### src/rtl/daf_pkg.sv
package daf_pkg;
  localparam int OCTET_W = 8;
  localparam int CRC_W = 32;
  localparam logic [CRC_W-1:0] CRC_POLY_R = 32'hEDB88320;
  localparam logic [CRC_W-1:0] CRC_SEED = '1;

  typedef logic [OCTET_W-1:0] octet_t;

  typedef struct packed {
    logic uc;   // all octets so far equal the station address
    logic bc;   // all octets so far are all ones
    logic grp;  // group bit of the first octet
  } addr_class_t;

  // one octet through the reflected CRC-32, LSB first
  function automatic logic [CRC_W-1:0] crc_octet(input logic [CRC_W-1:0] c,
                                                 input octet_t d);
    logic [CRC_W-1:0] r;
    logic fb;
    r = c;
    for (int i = 0; i < OCTET_W; i++) begin
      fb = r[0] ^ d[i];
      r = r >> 1;
      if (fb) r = r ^ CRC_POLY_R;
    end
    return r;
  endfunction
endpackage

### src/rtl/daf_pos.sv
module daf_pos #(
  parameter int ADDR_BYTES = 6,
  localparam int CNT_W = $clog2(ADDR_BYTES)
) (
  input  logic             clk,
  input  logic             rst_n,
  input  logic             in_valid,
  input  logic             in_sof,
  input  logic             in_eof,
  output logic             byte_take,
  output logic             first_byte,
  output logic [CNT_W-1:0] pos,
  output logic             evt_last,
  output logic             evt_short
);
  localparam logic [CNT_W-1:0] LAST_POS = CNT_W'(ADDR_BYTES - 1);

  logic [CNT_W-1:0] cnt_q;
  logic             active;

  assign active     = (cnt_q != '0);
  assign first_byte = in_valid & in_sof;
  assign byte_take  = in_valid & (in_sof | active);
  assign pos        = in_sof ? '0 : cnt_q;
  assign evt_last   = byte_take & (pos == LAST_POS);
  assign evt_short  = byte_take & in_eof & (pos != LAST_POS);

  always_ff @(posedge clk or negedge rst_n) begin
    if (!rst_n) begin
      cnt_q <= '0;
    end else if (byte_take) begin
      if (evt_last || evt_short) cnt_q <= '0;
      else                       cnt_q <= pos + 1'b1;
    end
  end
endmodule

### src/rtl/daf_match.sv
module daf_match
  import daf_pkg::*;
#(
  parameter int ADDR_BYTES = 6,
  localparam int CNT_W = $clog2(ADDR_BYTES),
  localparam int ADDR_W = ADDR_BYTES * OCTET_W
) (
  input  logic              clk,
  input  logic              rst_n,
  input  logic              byte_take,
  input  logic              first_byte,
  input  logic [CNT_W-1:0]  pos,
  input  octet_t            in_data,
  input  logic [ADDR_W-1:0] station_addr,
  output addr_class_t       cls_nxt
);
  addr_class_t cls_q;
  octet_t      st_octet;

  // octet 0 is the most significant octet of station_addr
  always_comb begin
    st_octet = station_addr[(ADDR_BYTES - 1 - int'(pos)) * OCTET_W +: OCTET_W];
  end

  always_comb begin
    cls_nxt.uc  = (first_byte | cls_q.uc) & (in_data == st_octet);
    cls_nxt.bc  = (first_byte | cls_q.bc) & (&in_data);
    cls_nxt.grp = first_byte ? in_data[0] : cls_q.grp;
  end

  always_ff @(posedge clk or negedge rst_n) begin
    if (!rst_n)         cls_q <= '0;
    else if (byte_take) cls_q <= cls_nxt;
  end
endmodule

### src/rtl/daf_hash.sv
module daf_hash
  import daf_pkg::*;
#(
  parameter int HASH_W = 6
) (
  input  logic              clk,
  input  logic              rst_n,
  input  logic              byte_take,
  input  logic              first_byte,
  input  octet_t            in_data,
  output logic [HASH_W-1:0] hash_idx
);
  logic [CRC_W-1:0] crc_q;
  logic [CRC_W-1:0] crc_nxt;

  assign crc_nxt  = crc_octet(first_byte ? CRC_SEED : crc_q, in_data);
  assign hash_idx = crc_nxt[CRC_W-1 -: HASH_W];

  always_ff @(posedge clk or negedge rst_n) begin
    if (!rst_n)         crc_q <= CRC_SEED;
    else if (byte_take) crc_q <= crc_nxt;
  end
endmodule

### src/rtl/daf_decide.sv
module daf_decide
  import daf_pkg::*;
#(
  parameter int MASK_BITS = 64,
  localparam int HASH_W = $clog2(MASK_BITS)
) (
  input  logic                 clk,
  input  logic                 rst_n,
  input  logic                 evt_last,
  input  logic                 evt_short,
  input  addr_class_t          cls_nxt,
  input  logic [HASH_W-1:0]    hash_idx,
  input  logic [MASK_BITS-1:0] group_mask,
  input  logic                 cfg_bcast_en,
  input  logic                 cfg_mcast_en,
  input  logic                 cfg_promisc,
  output logic                 hash_hit,
  output logic                 dec_valid,
  output logic                 dec_accept,
  output logic                 dec_mcast,
  output logic                 dec_bcast
);
  logic is_bc, is_mc, take_it;

  assign hash_hit = group_mask[hash_idx];
  assign is_bc    = cls_nxt.bc;
  assign is_mc    = cls_nxt.grp & ~cls_nxt.bc;
  assign take_it  = cfg_promisc
                  | (cls_nxt.uc & ~cls_nxt.grp)
                  | (is_bc & cfg_bcast_en)
                  | (is_mc & cfg_mcast_en & hash_hit);

  always_ff @(posedge clk or negedge rst_n) begin
    if (!rst_n) begin
      dec_valid  <= 1'b0;
      dec_accept <= 1'b0;
      dec_mcast  <= 1'b0;
      dec_bcast  <= 1'b0;
    end else begin
      dec_valid  <= evt_last | evt_short;
      dec_accept <= evt_last & take_it;
      dec_mcast  <= evt_last & is_mc;
      dec_bcast  <= evt_last & is_bc;
    end
  end
endmodule

### src/rtl/dest_addr_filter.sv
module dest_addr_filter
  import daf_pkg::*;
#(
  parameter int ADDR_BYTES = 6,
  parameter int MASK_BITS = 64,
  localparam int ADDR_W = ADDR_BYTES * OCTET_W,
  localparam int CNT_W = $clog2(ADDR_BYTES),
  localparam int HASH_W = $clog2(MASK_BITS)
) (
  input  logic                 clk,
  input  logic                 rst_n,
  input  logic                 in_valid,
  input  logic                 in_sof,
  input  logic                 in_eof,
  input  logic [7:0]           in_data,
  input  logic [ADDR_W-1:0]    station_addr,
  input  logic [MASK_BITS-1:0] group_mask,
  input  logic                 cfg_bcast_en,
  input  logic                 cfg_mcast_en,
  input  logic                 cfg_promisc,
  output logic                 dec_valid,
  output logic                 dec_accept,
  output logic                 dec_mcast,
  output logic                 dec_bcast
);
  logic              byte_take;
  logic              first_byte;
  logic [CNT_W-1:0]  pos;
  logic              evt_last;
  logic              evt_short;
  addr_class_t       cls_nxt;
  logic [HASH_W-1:0] hash_idx;
  logic              hash_hit;

  daf_pos #(.ADDR_BYTES(ADDR_BYTES)) u_pos (
    .clk, .rst_n, .in_valid, .in_sof, .in_eof,
    .byte_take, .first_byte, .pos, .evt_last, .evt_short
  );

  daf_match #(.ADDR_BYTES(ADDR_BYTES)) u_match (
    .clk, .rst_n, .byte_take, .first_byte, .pos,
    .in_data, .station_addr, .cls_nxt
  );

  daf_hash #(.HASH_W(HASH_W)) u_hash (
    .clk, .rst_n, .byte_take, .first_byte, .in_data, .hash_idx
  );

  daf_decide #(.MASK_BITS(MASK_BITS)) u_decide (
    .clk, .rst_n, .evt_last, .evt_short, .cls_nxt, .hash_idx,
    .group_mask, .cfg_bcast_en, .cfg_mcast_en, .cfg_promisc,
    .hash_hit, .dec_valid, .dec_accept, .dec_mcast, .dec_bcast
  );
endmodule

### config.mk
export PLATFORM = sky130hd
export DESIGN_NAME = dest_addr_filter
export DESIGN_NICKNAME = d
export VERILOG_FILES = /design/src/rtl/daf_pkg.sv /design/src/rtl/daf_pos.sv /design/src/rtl/daf_match.sv /design/src/rtl/daf_hash.sv /design/src/rtl/daf_decide.sv /design/src/rtl/dest_addr_filter.sv
export SDC_FILE = /design/constraint.sdc
export NUM_CORES = 1
export LEC_CHECK = 0
export BUFFER_PORTS_ARGS = -buffer_cell sky130_fd_sc_hd__buf_2
export CORE_MARGIN = 8
export CORE_UTILIZATION = 25
export CTS_CLUSTER_SIZE = 40
export DETAILED_ROUTE_END_ITERATION = 7
export PLACE_DENSITY = 0.43
export SYNTH_ARGS = -nofsm -noshare
export SYNTH_HDL_FRONTEND = slang
export SYNTH_SLANG_ARGS = --single-unit
### constraint.sdc
create_clock -name clk -period 3.9 [get_ports clk]
set_clock_uncertainty 0.1 [all_clocks]
set_input_delay 0.39 -clock clk [delete_from_list [all_inputs] [get_ports clk]]
set_output_delay 0.39 -clock clk [all_outputs]
set_load 0.02 [all_outputs]
# ---- Word-level counts from Yosys, hierarchy flattened
# Cells that the tools add are included.
dict set report word_totals {
  register_bits 42
  latchBits 0
  ramBits 0
  romBits 0
  inputBits 128
  out_inout_bits 4
  elab_cells 73
  n_memories 0
}
dict set report op_classes {
  add_sub_neg 2
  multipliers 0
  div_mod_pow 0
  magnitude_cmp 1
  n_eq_ne 3
  n_shift 1
  n_mux 14
  bitwise_logic 40
  n_reduce_logical 3
}
# op n
set op_table {}
lappend op_table {{32-bit two-way mux} 9}
lappend op_table {{13-bit inverter with 14-bit output} 8}
lappend op_table {{48-bit by 32-bit indexed part select with 8-bit output} 1}
lappend op_table {{1-bit bitwise AND} 15}
lappend op_table {{8-bit == test} 1}
lappend op_table {{8-bit AND reduction} 1}
lappend op_table {{1-bit XOR} 8}
lappend op_table {{6-bit by 7-bit less-than comparator with 1-bit output (second input constant)} 1}
lappend op_table {{1-bit OR} 7}
lappend op_table {{1-bit binary-select mux with 6-bit select} 1}
lappend op_table {{3-bit two-way mux} 2}
lappend op_table {{3-bit by 3-bit subtractor with 4-bit output (first input constant)} 1}
lappend op_table {{3-bit by 1-bit adder with 3-bit output (second input constant)} 1}
lappend op_table {{3-bit == test (second input constant)} 1}
lappend op_table {{3-bit != test (second input constant)} 1}
lappend op_table {{3-bit nonzero test} 1}
lappend op_table {{1-bit two-way mux} 2}
lappend op_table {{1-bit inverter} 2}
lappend op_table {{1-bit logical OR} 1}

# ---- Longest topological paths before layout
dict set report depth {
  word_depth 23
  depth_mapped 13
  ltp_nobuf 11
}

# ---- By module
# Synthesis repeated with hierarchy kept, for this count alone.
dict set report unflattened {
  hier_cells 382
  hier_area_um2 3961.3
}
# mod n_inst cells_each area_each_um2 seq_area_each_um2
set by_module_without_submodules {}
lappend by_module_without_submodules {daf_hash 1 207 2270.9 840.8}
lappend by_module_without_submodules {daf_decide 1 67 783.3 100.1}
lappend by_module_without_submodules {daf_match 1 83 680.7 75.1}
lappend by_module_without_submodules {daf_pos 1 25 226.5 75.1}

# ---- Worst setup path after synthesis
# OpenSTA, ideal clock, no wires.
dict set report synth_path {
  path_type {reg-to-reg}
  start {reg u_hash.crc_q[1]}
  end {reg u_decide.dec_accept}
  setup_time_ns 0.101
  arrival_time_ns 2.931
  required_time_ns 3.699
  setup_slack_ns 0.768
  path_stages_with_launch 13
  path_buffers 3
  synth_period_minus_slack_ns 3.132
  cell_sequence {dfstp_2 > buf_2 > xor2_1 > nand2_1 > xor2_2 > xnor3_1 > buf_6 > buf_12 > mux2i_1 > mux4_2 > nand3_1 > a31oi_1 > o32ai_1}
}
dict set report synth_between {
  elab_chain_len 16
}
# element line
set synth_rtl {}
lappend synth_rtl {{from (decl)} daf_hash.sv:13} ;# logic [CRC_W-1:0] crc_q;
lappend synth_rtl {{from (signal assigned)} daf_hash.sv:21} ;# else if (byte_take) crc_q <= crc_nxt;
lappend synth_rtl {{32-bit two-way mux} daf_hash.sv:16} ;# assign crc_nxt = crc_octet(first_byte ? CRC_SEED : crc_q, in_data);
lappend synth_rtl {{32-bit two-way mux} daf_pkg.sv:24} ;# if (fb) r = r ^ CRC_POLY_R;
lappend synth_rtl {{1-bit XOR} daf_pkg.sv:22} ;# fb = r[0] ^ d[i];
lappend synth_rtl {{32-bit two-way mux (6 in series)} daf_pkg.sv:24}
lappend synth_rtl {{1-bit XOR} daf_pkg.sv:22}
lappend synth_rtl {{32-bit two-way mux} daf_pkg.sv:24}
lappend synth_rtl {{1-bit binary-select mux with 6-bit select} daf_decide.sv:25} ;# assign hash_hit = group_mask[hash_idx];
lappend synth_rtl {{1-bit two-way mux (not written as such)} daf_decide.sv:25}
lappend synth_rtl {{1-bit bitwise AND} daf_decide.sv:31} ;# | (is_mc & cfg_mcast_en & hash_hit);
lappend synth_rtl {{1-bit OR} daf_decide.sv:31}
lappend synth_rtl {{1-bit bitwise AND} daf_decide.sv:41} ;# dec_accept <= evt_last & take_it;
lappend synth_rtl {{to (signal assigned)} daf_decide.sv:41}
lappend synth_rtl {{to (decl)} daf_decide.sv:19} ;# output logic dec_accept,
# Every way passes these cells. The select of a mux whose other input is x is not followed.
# A chain may end at the register's enable or synchronous reset.

# ---- Worst setup path in the final report
# Ends and elaborated chain as after synthesis.

==> impl_metrics.ini <==
[clocking]
clk_path_buf_depth = 2
cts_buffers = 5
cts_tree = done
cts.root.buffer_cell = clkbuf_16
cts.sinks = 42
clk_pin_slew_worst_paths_ns = 0.07
clk_latency_ns = 0.29
ctsHoldBuffers = 0
post_cts_resized = 0
h-tree-depth = 2
cts_setup_buffers = 0

[floorplan]
dieHeight_um = 141
pin_count = 132
coreArea_um2 = 15600
dieWidth_um = 141
rows = 46
initial_core_util_pct = 25.2
die-area_um2 = 20000

[timing]
final_max_slew_viol_count = 0
setup_viol = 0
final_hold_viol_count = 0
setup_tns_ns = 0
relSlewSlack_pct = 33.8
worst_pin_slew_ns = 0.993
fmax_ghz = 0.291
rsz0062_at_grt = false
layout_min_cycle_time_ns = 3.44
post-route-period-util_pct = 88.1

[routing]
viasPerCell = 4.39
ant_nets = 0
wl_met1_mm = 5.54
dr_wl_met2_mm = 5.76
drc = 0
route.met3.wl_um = 455
vias = 3247
wl_mm = 11.8
top_layer_used = met4
post_drt_wl_per_cell_um = 16.0
drt_iter0_markers = 148
drt_first_pass_iters = 4

[place]
placed_cell_area_um2 = 4780
port-buffer-count = 131
hpwlAfterDp_mm = 9.51
gp_congestion = 0.776

[critical_path]
max_stage_delay_ns = 0.63
worstPathMaxFanout = 6
timing.rr.start = u_hash.crc_q[1]
start_kind = flop
r2r_cells = 9
crit_slowest_cell = dfstp_2
cp-end-kind = flop
crit_required_ns = 3.99
crit_type = flop to flop
arrival_ns = 3.52
ff2ff_setup_slack_ns = 0.46
r2r_end = u_decide.dec_accept
cp_cell_sequence = xor2_1 -> nand2_1 -> xor3_2 -> xnor3_1 -> buf_4 -> mux4_2 -> nand2_1 -> o21ai_0 -> o32ai_1
crit_top_cell = nand2_1

[synthesis]
async_flop_share_pct = 100
synth_compound_area_share_pct = 10.4
synth_edf_count = 0
yosys.area_share.simple_pct = 12.4
yosys-mux-area-fraction_pct = 17.8
ys.warnings.count = 0
synth_ff_type = dfstp_2
synth_seq_cells = 42
yosys.area.top_type_share_pct = 21.4
syn-num-nets = 531
synth.largest_area_cell = dfstp_2
netlist_area_um2 = 3930
avgSynthCellArea_um2 = 9.82
synthCells = 400
ys_top_cells_by_area = dfstp_2, xnor2_1, mux4_2
synthAdderAreaFrac_pct = 0.956
synth-seq-area-share_pct = 27.8
synth_top_family_by_area = XOR/XNOR gates
synth_cell_types = 52
synth_xor_area_share_pct = 25.0

[global_route]
grt_pass1_wl_mm = 18.7
antenna_found_initial = 0
grt_pass1_vias = 3554
grt_max_degree = 56
overflow = 0
grt_use_total_pct = 11.8

[pwr]
power.density_nw_per_um2 = 1030
peakVddDrop_mv = 0.784
p_leak_nw = 2.12

[final_layout]
fillers = 1675
nets = 654
final_design_area_no_fill_um2 = 4930
drive_above_1_share_pct = 41.4
n_antenna_cell = 0
area_growth_pct = 25.5

[worst_hold_path]
hold_class = input pin to async pin

[run_status]
outcome = finished, final reports clean

[run]
cap_violations = 0
[sequential cells by signal, indices dropped and copies added (netlist names)]
name                 flops
u_decide.dec_mcast       1
u_pos.cnt_q              3
u_decide.dec_valid       1
u_decide.dec_bcast       1
u_decide.dec_accept      1
u_hash.crc_q            32
u_match.cls_q            3
[synth_stat cells, drive strengths merged (2+ instances only)]
cell type / n
mux2i: 18
o32a: 2
clkbuf: 16
nand3: 5
dfrtp: 10
a21oi: 8
a2bb2oi: 4
nor2: 42
xor2: 25
ha: 3
nand4: 5
xnor2: 72
mux2: 2
dfstp: 32
o22ai: 6
xnor3: 2
nor3: 3
o21ai: 38
inv: 5
and2: 2
nand2: 43
buf: 15
a31oi: 3
o22a: 2
mux4: 21
[where the power goes]
group / internal, mW / leakage, nW / switching (mW)
Sequential: 0.741 / 0.470 / 0.173
Clock: 0.240 / 0.0708 / 0.186
Combinational: 1.97 / 1.58 / 1.79
[cell families after synthesis]
group,after synthesis
adder cells (fa/ha/maj),3
buffers and inverters,37
multiplexers,41
AO/OA/AOI/OAI,69
AND/OR/NAND/NOR,108
flip-flops,42
XOR/XNOR,100
[cells in the final DEF (no fill, tap or decap), drive strengths merged, types with 2 or more instances in the layout]
| cell type | n |
|---|---|
| xor2 | 25 |
| a2bb2oi | 4 |
| a21oi | 8 |
| o21ai | 38 |
| o32a | 2 |
| mux4 | 21 |
| ha | 3 |
| nor3 | 3 |
| dfrtp | 10 |
| xnor3 | 2 |
| a31oi | 3 |
| and2 | 2 |
| buf | 147 |
| nor2 | 42 |
| dfstp | 32 |
| xnor2 | 72 |
| mux2 | 2 |
| o22a | 2 |
| o22ai | 6 |
| inv | 7 |
| nand4 | 5 |
| nand3 | 5 |
| clkbuf | 5 |
| mux2i | 18 |
| nand2 | 43 |
[routing by layer]
metal,track usage [%],vias up
li1,-,1636
met1,15.5,1526
met2,20.0,83
met3,2.25,2
met4,2.04,0
met5,0,-
[worst max-delay path: cells and delay by family (launching register included)]
| family | cells | cell delay [ns] |
|---|---|---|
| AO/OA/AOI/OAI | 2 | 0.42 |
| XOR/XNOR | 3 | 1.21 |
| buffers and inverters | 1 | 0.25 |
| flip-flops | 1 | 0.63 |
| multiplexers | 1 | 0.50 |
| AND/OR/NAND/NOR | 2 | 0.21 |
[worst max path at each step]
stage,slack [ns],endpoint,from
2_1_floorplan,0.77,u_decide.dec_accept,u_hash.crc_q[1]
3_3_place_gp,0.44,u_decide.dec_accept,u_hash.crc_q[1]
3_5_place_dp,0.45,u_decide.dec_accept,u_hash.crc_q[1]
4_1_cts,0.43,u_decide.dec_accept,u_hash.crc_q[1]
5_1_grt,0.23,u_decide.dec_accept,u_pos.cnt_q[0]
6_report,0.46,u_decide.dec_accept,u_hash.crc_q[1]
[layout make-up]
cell class | instances | area, µm² | share of cell area [%]
clock inverter | 3 | 22.5 | 0.457
sequential | 42 | 1090 | 22.1
inverter | 6 | 22.5 | 0.457
timing repair buffer | 147 | 776 | 15.7
multi-input combinational | 321 | 2620 | 53.2
clock buffer | 5 | 125 | 2.54
tap | 216 | 270 | 5.48
[through the flow]
stage | setup slack [ns] | util [%] | total power [mW] | hold WS, ns | instances
after floorplan | 0.768 | - | 4.07 | -0.00559 | 400
after detailed placement | 0.448 | 30.7 | 4.74 | 0.372 | 732
after global placement | 0.444 | 30.7 | 4.70 | 0.368 | 732
after global routing | 0.226 | 31.6 | 5.51 | 0.253 | 740
final | 0.464 | 31.6 | 5.09 | 0.165 | 740
after CTS | 0.428 | 31.6 | 5.18 | 0.219 | 740
Note: power is estimated with default switching activity, not from simulation.
